### src/rtl/bze_pkg.sv
package bze_pkg;
    typedef enum logic [1:0] {
        KIND_INT = 2'd0,
        KIND_SGL = 2'd1,
        KIND_DBL = 2'd2,
        KIND_BIT = 2'd3
    } kind_e;

    typedef enum logic [2:0] {
        REL_EQ   = 3'd0,
        REL_NE   = 3'd1,
        REL_GT   = 3'd2,
        REL_GE   = 3'd3,
        REL_LT   = 3'd4,
        REL_LE   = 3'd5,
        REL_RSV6 = 3'd6,
        REL_RSV7 = 3'd7
    } rel_e;
endpackage

### src/rtl/bze_fp_classify.sv
module bze_fp_classify #(
    parameter int EXP_W = 8,
    parameter int MAN_W = 23,
    localparam int WORD_W = 1 + EXP_W + MAN_W
) (
    input  logic [WORD_W-1:0] word_i,
    output logic              neg_o,
    output logic              zero_o,
    output logic              nan_o
);
    logic [EXP_W-1:0] exp_f;
    logic [MAN_W-1:0] man_f;

    always_comb begin
        exp_f  = word_i[WORD_W-2:MAN_W];
        man_f  = word_i[MAN_W-1:0];
        neg_o  = word_i[WORD_W-1];
        // Both signed zeros compare equal to zero
        zero_o = (exp_f == '0) && (man_f == '0);
        nan_o  = (&exp_f) && (man_f != '0);
    end

    always_comb begin
        a_r4_zero_not_nan: assert (!(zero_o && nan_o))
            else $error("zero and NaN flagged together");
    end
endmodule

### src/rtl/bze_rel_eval.sv
module bze_rel_eval
    import bze_pkg::*;
(
    input  logic neg_i,
    input  logic zero_i,
    input  logic nan_i,
    input  rel_e rel_i,
    output logic hit_o
);
    logic eq_f, gt_f, lt_f;

    always_comb begin
        eq_f = zero_i && !nan_i;
        gt_f = !neg_i && !zero_i && !nan_i;
        lt_f = neg_i && !zero_i && !nan_i;
        unique case (rel_i)
            REL_EQ:   hit_o = eq_f;
            REL_NE:   hit_o = !eq_f;
            REL_GT:   hit_o = gt_f;
            REL_GE:   hit_o = gt_f || eq_f;
            REL_LT:   hit_o = lt_f;
            REL_LE:   hit_o = lt_f || eq_f;
            REL_RSV6: hit_o = 1'b0;
            REL_RSV7: hit_o = 1'b0;
        endcase
    end

    always_comb begin
        a_r1_trichotomy: assert (nan_i || $onehot({eq_f, gt_f, lt_f}))
            else $error("ordering flags not exclusive");
        a_r5_nan_ordered_false: assert (!(nan_i && hit_o && rel_i != REL_NE))
            else $error("NaN satisfied a relation other than not-equal");
    end
endmodule

### src/rtl/bze_bit_pick.sv
module bze_bit_pick #(
    parameter int DATA_W = 64,
    localparam int IDX_W = $clog2(DATA_W)
) (
    input  logic [DATA_W-1:0] value_i,
    input  logic [IDX_W-1:0]  idx_i,
    output logic              bit_o
);
    always_comb bit_o = value_i[idx_i];
endmodule

### src/rtl/branch_zero_eval.sv
module branch_zero_eval
    import bze_pkg::*;
#(
    parameter int DATA_W = 64,
    parameter int SP_EXP = 8,
    parameter int SP_MAN = 23,
    parameter int DP_EXP = 11,
    parameter int DP_MAN = 52,
    localparam int SP_W  = 1 + SP_EXP + SP_MAN,
    localparam int DP_W  = 1 + DP_EXP + DP_MAN,
    localparam int IDX_W = $clog2(DATA_W)
) (
    input  logic              valid_i,
    input  logic [DATA_W-1:0] value_i,
    input  logic [2:0]        rel_i,
    input  logic [1:0]        kind_i,
    input  logic [IDX_W-1:0]  bit_idx_i,
    output logic              valid_o,
    output logic              taken_o
);
    kind_e kind_s;
    rel_e  rel_s;
    logic  sp_neg, sp_zero, sp_nan;
    logic  dp_neg, dp_zero, dp_nan;
    logic  sel_neg, sel_zero, sel_nan;
    logic  cmp_hit, bit_hit, decide;

    always_comb begin
        kind_s = kind_e'(kind_i);
        rel_s  = rel_e'(rel_i);
    end

    bze_fp_classify #(.EXP_W(SP_EXP), .MAN_W(SP_MAN)) u_sp_cls (
        .word_i (value_i[SP_W-1:0]),
        .neg_o  (sp_neg),
        .zero_o (sp_zero),
        .nan_o  (sp_nan)
    );

    bze_fp_classify #(.EXP_W(DP_EXP), .MAN_W(DP_MAN)) u_dp_cls (
        .word_i (value_i[DP_W-1:0]),
        .neg_o  (dp_neg),
        .zero_o (dp_zero),
        .nan_o  (dp_nan)
    );

    always_comb begin
        unique case (kind_s)
            KIND_SGL: begin
                sel_neg = sp_neg;  sel_zero = sp_zero;  sel_nan = sp_nan;
            end
            KIND_DBL: begin
                sel_neg = dp_neg;  sel_zero = dp_zero;  sel_nan = dp_nan;
            end
            default: begin
                sel_neg  = value_i[DATA_W-1];
                sel_zero = (value_i == '0);
                sel_nan  = 1'b0;
            end
        endcase
    end

    bze_rel_eval u_rel (
        .neg_i  (sel_neg),
        .zero_i (sel_zero),
        .nan_i  (sel_nan),
        .rel_i  (rel_s),
        .hit_o  (cmp_hit)
    );

    bze_bit_pick #(.DATA_W(DATA_W)) u_bit (
        .value_i (value_i),
        .idx_i   (bit_idx_i),
        .bit_o   (bit_hit)
    );

    always_comb begin
        decide  = (kind_s == KIND_BIT) ? bit_hit : cmp_hit;
        valid_o = valid_i;
        taken_o = valid_i && decide;
    end

    always_comb begin
        a_r8_gated: assert (valid_i || !taken_o)
            else $error("taken without valid");
        a_r7_reserved: assert (!(kind_s != KIND_BIT && rel_i[2:1] == 2'b11 && taken_o))
            else $error("reserved relation taken");
        a_r6_bit_only: assert (!(kind_s == KIND_BIT && taken_o && !bit_hit))
            else $error("bit test taken with clear bit");
    end
endmodule

### config.mk
export PLATFORM = sky130hd
export DESIGN_NAME = branch_zero_eval
export DESIGN_NICKNAME = d
export VERILOG_FILES = /design/src/rtl/bze_pkg.sv /design/src/rtl/bze_fp_classify.sv /design/src/rtl/bze_rel_eval.sv /design/src/rtl/bze_bit_pick.sv /design/src/rtl/branch_zero_eval.sv
export SDC_FILE = /design/constraint.sdc
export NUM_CORES = 1
export LEC_CHECK = 0
export ABC_AREA = 1
export ABC_CLOCK_PERIOD_IN_PS = 4100
export BUFFER_PORTS_ARGS = -buffer_cell sky130_fd_sc_hd__buf_2
export CORE_MARGIN = 3
export CORE_UTILIZATION = 53
export DETAILED_ROUTE_END_ITERATION = 10
export PLACE_DENSITY = 0.91
export SLEW_MARGIN = 15
export SYNTH_ARGS = -nofsm -noshare
export SYNTH_HDL_FRONTEND = slang
export SYNTH_HIERARCHICAL = 1
export SYNTH_SLANG_ARGS = --single-unit
### constraint.sdc
create_clock -name vclk -period 4.1
set_input_delay 0.205 -clock vclk [all_inputs]
set_output_delay 0.205 -clock vclk [all_outputs]
set_load 0.05 [all_outputs]
## Word-level counts from Yosys, hierarchy flattened

Cells that the tools add are included.
Widths: inputs -> output; s select.

| cells by class | value |
|---|---|
| add/subtract/negate cells | 0 |
| multipliers | 0 |
| div/mod/pow operators | 0 |
| order comparisons | 1 |
| eq/ne operators | 10 |
| shift-type cells | 0 |
| multiplexer cells | 7 |
| bitwise gates (word level) | 0 |
| reductions and logical operators | 27 |

Operators with widths:

| kind | count |
|---|---|
| $logic_not 64->1 | 1 |
| $logic_not 52->1 | 1 |
| $reduce_bool 52->1 | 1 |
| $logic_not 23->1 | 1 |
| $reduce_bool 23->1 | 1 |
| $eq 3x3->1 const B | 4 |
| $logic_not 11->1 | 1 |
| $reduce_and 11->1 | 1 |
| $logic_and 1x1->1 | 10 |
| $logic_not 8->1 | 1 |
| $reduce_and 8->1 | 1 |
| $lt 6x7->1 const B | 1 |
| $pmux 1 s7 | 1 |
| $bmux 1 s6 | 1 |
| $eq 3x2->1 const B | 2 |
| $eq 2x2->1 const B | 2 |
| $logic_not 1->1 | 4 |
| $pmux 1 s2 | 2 |
| $eq 3x1->1 const B | 1 |
| $logic_not 3->1 | 1 |
| $mux 1 | 3 |
| $eq 2x1->1 const B | 1 |
| $logic_or 1x1->1 | 2 |
| $reduce_or 2->1 | 1 |

| word-level totals | value |
|---|---|
| register bits | 0 |
| latch bits | 0 |
| memory bits (writable) | 0 |
| ROM bits | 0 |
| bits of input ports | 76 |
| output and inout bits | 2 |
| word-level logic and storage cells | 45 |
| memories | 0 |

## Depth between registers and ports, before layout

Gate-level depths: netlist of the first run.

| depth | value |
|---|---|
| word-level depth | 10 |
| gate-level depth with buffers | 18 |
| mapped depth without buffers | 18 |

## By module

The synthesis of the first run kept the hierarchy.

Modules (own cells, without submodules):

| module | instances | cells each | area an instance (um2) | seq. area each (um2) |
|---|---|---|---|---|
| bze_bit_pick | 1 | 152 | 696.9 | 0.0 |
| branch_zero_eval | 1 | 78 | 357.8 | 0.0 |
| bze_fp_classify (u_dp_cls) | 1 | 62 | 259.0 | 0.0 |
| bze_fp_classify (u_sp_cls) | 1 | 34 | 140.1 | 0.0 |
| bze_rel_eval | 1 | 18 | 73.8 | 0.0 |

## Worst setup path before layout of the first run

No wires, ideal clock.

| timing path | value |
|---|---|
| path type | input -> output |
| from | input kind_i[0] |
| to | output taken_o |
| arrival time | 2149 ps |
| required time | 3895 ps |
| path slack | 1746 ps |
| cell stages on the path | 16 |
| path buffers | 0 |
| cell sequence | inv_1 > ha_1 > nand3_1 > nor2_1 > nand2_1 > nor2_1 > nand3_1 > nand2_1 > inv_1 > nand2_1 > nand2_1 > nand2_1 > nand2_1 > nor2_1 > o21ai_0 > a21oi_1 |

| between the ends | value |
|---|---|
| cells in the longest elaborated chain, start to end | 9 |
| elaborated cells between the ends (all ways) | 20 |
| classes of those cells | eq/ne: 3; mux: 5; reduce/logical: 12 |

RTL lines:

| item | RTL line | RTL |
|---|---|---|
| start, declared | branch_zero_eval.sv:16 | `input logic [1:0] kind_i,` |
| $eq 2x2->1 / $eq 2x1->1 (equally long branches) | -- |  |
| $pmux 1 s2 (*) | branch_zero_eval.sv:48 | `unique case (kind_s)` |
| named net sel_zero | branch_zero_eval.sv:25 | `logic sel_neg, sel_zero, sel_nan;` |
| $logic_not 1->1 | bze_rel_eval.sv:14, bze_rel_eval.sv:15 |  |
| $logic_and 1x1->1, on equally long branches (2 in a row) | bze_rel_eval.sv:15, bze_rel_eval.sv:14 |  |
| $logic_or 1x1->1, on equally long branches | bze_rel_eval.sv:22, bze_rel_eval.sv:20 |  |
| $pmux 1 s7 (*) | bze_rel_eval.sv:16 | `unique case (rel_i)` |
| named net cmp_hit | branch_zero_eval.sv:26 | `logic cmp_hit, bit_hit, decide;` |
| $mux 1 (*) | branch_zero_eval.sv:78 | `decide = (kind_s == KIND_BIT) ? bit_hit : cmp_hit;` |
| $logic_and 1x1->1 (*) | branch_zero_eval.sv:80 | `taken_o = valid_i && decide;` |
| end, declared | branch_zero_eval.sv:19 | `output logic taken_o` |

The timed path passes the listed nets; every way through them passes the cells marked *.

## Final worst setup path of the first run

| timing path | value |
|---|---|
| from | input value_i[24] |
| to | output taken_o |

| between the ends | value |
|---|---|
| cells in the longest elaborated chain, start to end | 10 |
| elaborated cells between the ends (all ways) | 26 |
| classes of those cells | mux: 6; reduce/logical: 20 |

RTL lines:

| item | RTL line | RTL |
|---|---|---|
| start, declared | branch_zero_eval.sv:14 | `input logic [DATA_W-1:0] value_i,` |
| $logic_not 52->1 (*) | bze_fp_classify.sv:19 | `zero_o = (exp_f == '0) && (man_f == '0);` |
| $logic_and 1x1->1 (*) | bze_fp_classify.sv:19 |  |
| named net dp_zero | branch_zero_eval.sv:24 | `logic dp_neg, dp_zero, dp_nan;` |
| $pmux 1 s2 (*) | branch_zero_eval.sv:48 |  |
| named net sel_zero | branch_zero_eval.sv:25 |  |
| $logic_not 1->1 | bze_rel_eval.sv:14, bze_rel_eval.sv:15 |  |
| $logic_and 1x1->1, on equally long branches (2 in a row) | bze_rel_eval.sv:15, bze_rel_eval.sv:14 |  |
| $logic_or 1x1->1, on equally long branches | bze_rel_eval.sv:22, bze_rel_eval.sv:20 |  |
| $pmux 1 s7 (*) | bze_rel_eval.sv:16 |  |
| named net cmp_hit | branch_zero_eval.sv:26 |  |
| $mux 1 (*) | branch_zero_eval.sv:78 |  |
| $logic_and 1x1->1 (*) | branch_zero_eval.sv:80 |  |

The timed path passes the listed nets; every way through them passes the cells marked *. The select of a mux whose other input is x is not followed.

==> run_results.csv, run 1 <==
group,metric,value,unit
status,status,"finished clean",
timing,relSlewSlack,57.7,%
placed_design,port_buffers,78,
routing,wl_per_cell,11.4,um
worst_setup_path,cpPeakStageDelay,0.27,ns
flow_run,cap_violations,0,
global_route,grt_antenna_before_repair,0,
worst_setup_path,crit_path_top_delay_cell,"buf_2",
layout,fin_nets,489,
pwr,ir_drop,90.7,uV
layout,diodes,0,
die,rows,18,
worst_setup_path,crit_chain,"buf_2, nor2_1, nand2_1, nor2_1, nand2_1, nor2_1, nand2_1, nor2_1, a22o_1, nand2_1, nand2_1, inv_1, nand2_1, nand2_1, nand2_1, nand2_1, nor2_1, o21ai_0, a21oi_1, buf_2",
global_route,grt_max_degree,34,
yosys,yosys.cell_types.count,22,
global_route,grt_use_total,26.9,%
timing,tightest_slew,0.634,ns
worst_setup_path,cp.required,3.89,ns
placed_design,hpwl,3.97,mm
die,core-area,0.00261,mm2
placed_design,dp_cells,438,
yosys,synth-compound-area-share,3.69,%
routing,ant_nets,0,
layout,finalNonFillerCells,438,
routing,vias,2467,
routing,drt_iter0_drc,259,
global_route,grt_pass1_vias,2033,
yosys,synth_top_family_by_area,"simple AND/OR/NAND/NOR gates",
global_route,grt.overflow.total,0,
yosys,synthAdderAreaFrac,2.46,%
routing,vias_per_cell,5.63,
yosys,syn_inst,344,
layout,seq_cells,0,
yosys,syn_area_per_cell,4.44,um2
layout,ff_latch_area,0,um2
worst_setup_path,crit_path_max_fanout,5,
layout,nClkBuffers,0,
layout,syn_to_final_growth,20.5,%
timing,final_hold_viol_count,0,
timing,slew_viol_final,0,
yosys,synth_area,0.00153,mm2
layout,num-fill-cells,251,
worst_setup_path,crit_path_frequent_cell,"nand2_1",
clocking,cts_hold_repair.buffers,0,
yosys,synth-seq-area-share,0,%
pwr,p_leak,0.986,nW
clocking,post_cts_buffers,0,
worst_setup_path,worst-path-buf-inv,3,
timing,setup-tns-final,0,ns
worst_setup_path,worstSetupPathType,"input port to primary output",
yosys,syn_nets,423,
layout,multi_input_area,0.00133,mm2
min_path,hp-start,"valid_i",
timing,rsz0062_at_grt,"no",
clocking,cts.repair.resized,0,
yosys,synthMuxAreaShare,0,%
global_route,grt_pass1_wl,7.89,mm
timing,fmax,0.421,GHz
routing,first_pass_iters,5,
yosys,synth_top_area_share,31.7,%
worst_setup_path,crit_arrival,2.17,ns
min_path,hold_depth,2,
yosys,yosysTopAreaCell,"nand2_1",
die,die_height,59.7,um
min_path,hold_class,"input port to primary output",
routing,highest_layer,"met4",
routing,drt_wl_total,4.99,mm
worst_setup_path,critPathLaunchType,"input port",
placed_design,routabilityCongestion,0.927,
min_path,holdPathEnd,"valid_o",
timing,fin_crit_sh,58.0,%
die,start_util,58.5,%
routing,wl_met2,2.36,mm
worst_setup_path,cp-end-kind,"primary output",
die,die_x,59.7,um
routing,drc,0,
die,dieArea,0.00356,mm2
die,ios,78,
routing,wl_met3,582,um
pwr,pwr_density_cell,92.8,mW/mm2
yosys,yosys.area_share.simple,81.2,%
yosys,ys_warn_count,6,
routing,drt-met1-wl,1.99,mm
layout,drive_above_1_share,20.3,%
timing,holdWs,0.711,ns
timing,fin_crit,2.38,ns
timing,setup_viol,0,
worst_setup_path,cp_top_family,"simple AND/OR/NAND/NOR gates",
yosys,synth.top_cells.by_area,"nand2_1 32%, nor2_1 23%, nand3_1 19%",
yosys,synthXorXnorAreaFrac,0,%
[synth_stat cells (2+ instances only)]
master	instances
nor3_1	2
ha_1	3
nand4_1	7
nand3_1	58
nor4_1	2
nor2_2	2
a21oi_1	7
nand2_1	129
buf_4	8
inv_1	17
and2_0	2
buf_2	2
buf_6	4
nor2_1	93
[metrics by stage]
| stage | cell area [um2] | setup WS, ns | power, mW | util [%] |
|---|---|---|---|---|
| floorplan | 1530 | 1.75 | 0.101 | - |
| global placement | 1840 | 1.87 | 0.163 | 70.5 |
| detailed placement | 1840 | 1.77 | 0.167 | 70.5 |
| CTS | 1840 | 1.77 | 0.168 | 70.5 |
| global route | 1840 | 1.46 | 0.192 | 70.5 |
| finish | 1840 | 1.72 | 0.171 | 70.5 |
[report_power, final]
part | switching (mW) | total, mW | leakage (nW) | internal, mW
Combinational | 0.105 | 0.171 | 0.986 | 0.0662
Clock | 0 | 0 | 0 | 0
Sequential | 0 | 0 | 0 | 0
Total | 0.105 | 0.171 | 0.986 | 0.0662
[logic make-up after synthesis]
logic type,after synthesis
compound gates,10
fa+ha+maj,3
simple gates,298
buf+inv,33
[how the worst max path moves through the flow]
stage,slack [ns],cells after the start,endpoint,startpoint
2_1_floorplan,1.75,16,taken_o,kind_i[0]
3_3_place_gp,1.87,20,taken_o,value_i[24]
3_5_place_dp,1.77,20,taken_o,value_i[24]
4_1_cts,1.77,20,taken_o,value_i[24]
5_1_grt,1.46,20,taken_o,value_i[24]
6_report,1.72,20,taken_o,value_i[24]
[cells in the final DEF, fill, tap and decap left out]
cell type,instances
nand2_1,129
nor2_1,93
buf_2,78
nand3_1,58
inv_1,17
nand4_1,7
a21oi_1,7
ha_1,3
and2_0,2
nor2_2,2
nor4_1,2
nor3_1,2
nand4_2,1
or2_1,1
a22o_1,1
o21ai_0,1
inv_6,1
inv_4,1
and3_1,1
o21bai_1,1
[layer usage]
metal,track usage [%],vias to the layer above
met4,3.16,0
met1,36.2,1067
met5,0,-
met3,1.51,10
li1,-,1222
met2,48.1,168
[area by class of cell]
class | count | share of cell area (%)
Timing Repair Buffer | 78 | 21.2
Tap cell | 30 | 2.04
Inverter | 19 | 4.28
Multi-Input combinational cell | 311 | 72.5
(Power assumes the default switching activity.)
==> run 2, diff against run 1 <==
--- a/config.mk
+++ b/config.mk
@@ -6,12 +6,12 @@
 export NUM_CORES = 1
 export LEC_CHECK = 0
 export ABC_AREA = 1
-export ABC_CLOCK_PERIOD_IN_PS = 4100
+export ABC_CLOCK_PERIOD_IN_PS = 2070
 export BUFFER_PORTS_ARGS = -buffer_cell sky130_fd_sc_hd__buf_2
 export CORE_MARGIN = 3
-export CORE_UTILIZATION = 53
+export CORE_UTILIZATION = 44
 export DETAILED_ROUTE_END_ITERATION = 10
-export PLACE_DENSITY = 0.91
+export PLACE_DENSITY = 0.81
 export SLEW_MARGIN = 15
 export SYNTH_ARGS = -nofsm -noshare
 export SYNTH_HDL_FRONTEND = slang
==> constraint.sdc (replaced) <==
create_clock -name vclk -period 2.07
set_input_delay 0.1035 -clock vclk [all_inputs]
set_output_delay 0.1035 -clock vclk [all_outputs]
set_load 0.05 [all_outputs]
==> run 2 against run 1 <==
- power is 130% higher
- sequential share of layout area unchanged
- routed wire length grew 11%
- via count shrank 0.65%
- design area is 16% higher
- critical path depth unchanged
- critical endpoint unchanged
- global-route usage fell by 4.8 points
- combinational power rose by 130%
- clock-buffer cell count stayed put
- worst hold slack worse by 0.20 ns
- cell count increased by 4.3%
==> run_results.csv, run 2 (same netlist as run 1, synthesis figures left out) <==
group,metric,value,unit
status,status,"finished clean",
layout,nClkBuffers,0,
flow_run,cap_violations,0,
layout,fin_nets,494,
pwr,pwr-share-comb,100.0,%
pwr,pwr_density_cell,187,mW/mm2
timing,slew_viol_final,0,
worst_setup_path,crit_arrival,1.85,ns
timing,rsz0062_at_grt,"yes",
layout,layout_commonest_cell,"nand2_1",
global_route,grt.overflow.total,0,
pwr,p_sw_share,56.6,%
routing,vias,2451,
global_route,grt_pass1_wl,7.93,mm
min_path,hold_class,"input port to primary output",
routing,wl_per_cell,12.1,um
layout,finalNonFillerCells,457,
routing,ant_nets,0,
pwr,power.internal,173,uW
routing,first_pass_iters,6,
placed_design,pre_cts_slack,-0.0418,ns
worst_setup_path,cp.required,1.97,ns
die,core-area,0.00318,mm2
layout,ff_latch_area,0,um2
routing,vias_per_cell,5.36,
global_route,grt_max_degree,34,
placed_design,routabilityCongestion,0.960,
layout,num-fill-cells,311,
clocking,cts_hold_repair.buffers,0,
worst_setup_path,cpPeakStageDelay,0.17,ns
timing,tightest_slew,0.358,ns
worst_setup_path,cp-startpoint,"value_i[36]",
pwr,power,398,uW
worst_setup_path,worst-path-buf-inv,3,
worst_setup_path,crit_cells,20,
timing,holdWs,0.511,ns
pwr,ir_drop,149,uV
timing,final_hold_viol_count,0,
die,die_x,64.9,um
worst_setup_path,cp-end-kind,"primary output",
layout,seq_cells,0,
worst_setup_path,worstSetupPathType,"input port to primary output",
routing,drt_wl_total,5.54,mm
layout,syn_to_final_growth,39.5,%
pwr,power_frac_clock,0,%
routing,drc,0,
worst_setup_path,crit_path_top_delay_cell,"buf_6",
placed_design,hpwl,4.00,mm
layout,drive_above_1_share,26.9,%
die,dieArea,0.00422,mm2
pwr,p_leak,1.06,nW
timing,fin_crit_sh,94.4,%
die,ios,78,
layout,most-common-layout-cells,"126 x nand2_1, 75 x nor2_1, 58 x nand3_1",
placed_design,port_buffers,78,
worst_setup_path,crit_chain,"buf_2, nor2_1, nand2_1, nor2_2, nand2_1, nor2_2, nand2_1, nor2_1, a22o_1, nand2_1, nand2_2, inv_2, nand2_1, nand2_1, nand2_1, nand2_1, nor2_1, o21ai_1, a21oi_2, buf_6",
worst_setup_path,critPathLaunchType,"input port",
die,start_util,48.1,%
worst_setup_path,crit_path_frequent_cell,"nand2_1",
pwr,switchingPower,225,uW
layout,diodes,0,
global_route,grt_pass1_vias,1960,
layout,fin_util,67.0,%
timing,fin_crit,1.95,ns
worst_setup_path,cp_top_family,"simple AND/OR/NAND/NOR gates",
pwr,seqPwrFrac,0,%
global_route,grt_antenna_before_repair,0,
worst_setup_path,crit_end,"taken_o",
timing,fmax,0.512,GHz
worst_setup_path,crit_path_max_fanout,4,
die,die_height,64.9,um
routing,drt_iter0_drc,253,
die,rows,20,
global_route,grt_use_total,22.1,%
timing,fin_ws,0.117,ns
timing,setup_viol,0,
clocking,post_cts_buffers,0,
timing,relSlewSlack,76.1,%
placed_design,dp_cells,457,
run 2: layout make-up:
class,instances,area [um2],share of cell area [%]
tap,44,55.1,2.58
timing repair buffer,83,572,26.8
multi-input combinational,311,1430,66.9
inverter,19,78.8,3.70
run 2: power groups by stage:
stage,sequential [mW],clock [mW],combinational (mW)
global route,0,0,0.440
floorplan,0,0,0.202
detailed placement,0,0,0.342
global placement,0,0,0.335
CTS,0,0,0.345
finish,0,0,0.398
run 2: per-layer routing:
metal  global-route usage [%]  share of wire, %  vias to the layer above  routed length (um)
li1                         -                 -                     1235                   -
met1                     29.8                39                     1052                2190
met2                     40.1                50                      150                2740
met3                    0.867               9.7                       14                 537
met4                     1.85               1.3                        0                  72
met5                        0                 0                        -                   0
run 2: how the worst min path moves through the flow:
stage / startpoint / end / slack (ns) / cells after the start
floorplan: valid_i / valid_o / 0.37 / 1
global placement: valid_i / valid_o / 0.51 / 2
detailed placement: valid_i / valid_o / 0.51 / 2
CTS: valid_i / valid_o / 0.51 / 2
global route: valid_i / valid_o / 0.52 / 2
finish: valid_i / valid_o / 0.51 / 2
run 2: repair_timing:
item                                    CTS  global route
pin swaps                                 0            43
gates resized for setup                   1            60
endpoints found under the setup margin    1             1
gates cloned                              0             0
hold endpoints to repair                  0             0
run 2: metrics by stage:
| stage | instance area, um2 | setup TNS [ns] |
|---|---|---|
| final | 2130 | 0 |
| after global routing | 2130 | -0.144 |
| after CTS | 1910 | 0 |
| after floorplan | 1530 | 0 |
| after detailed placement | 1910 | -0.0418 |
| after global placement | 1910 | 0 |
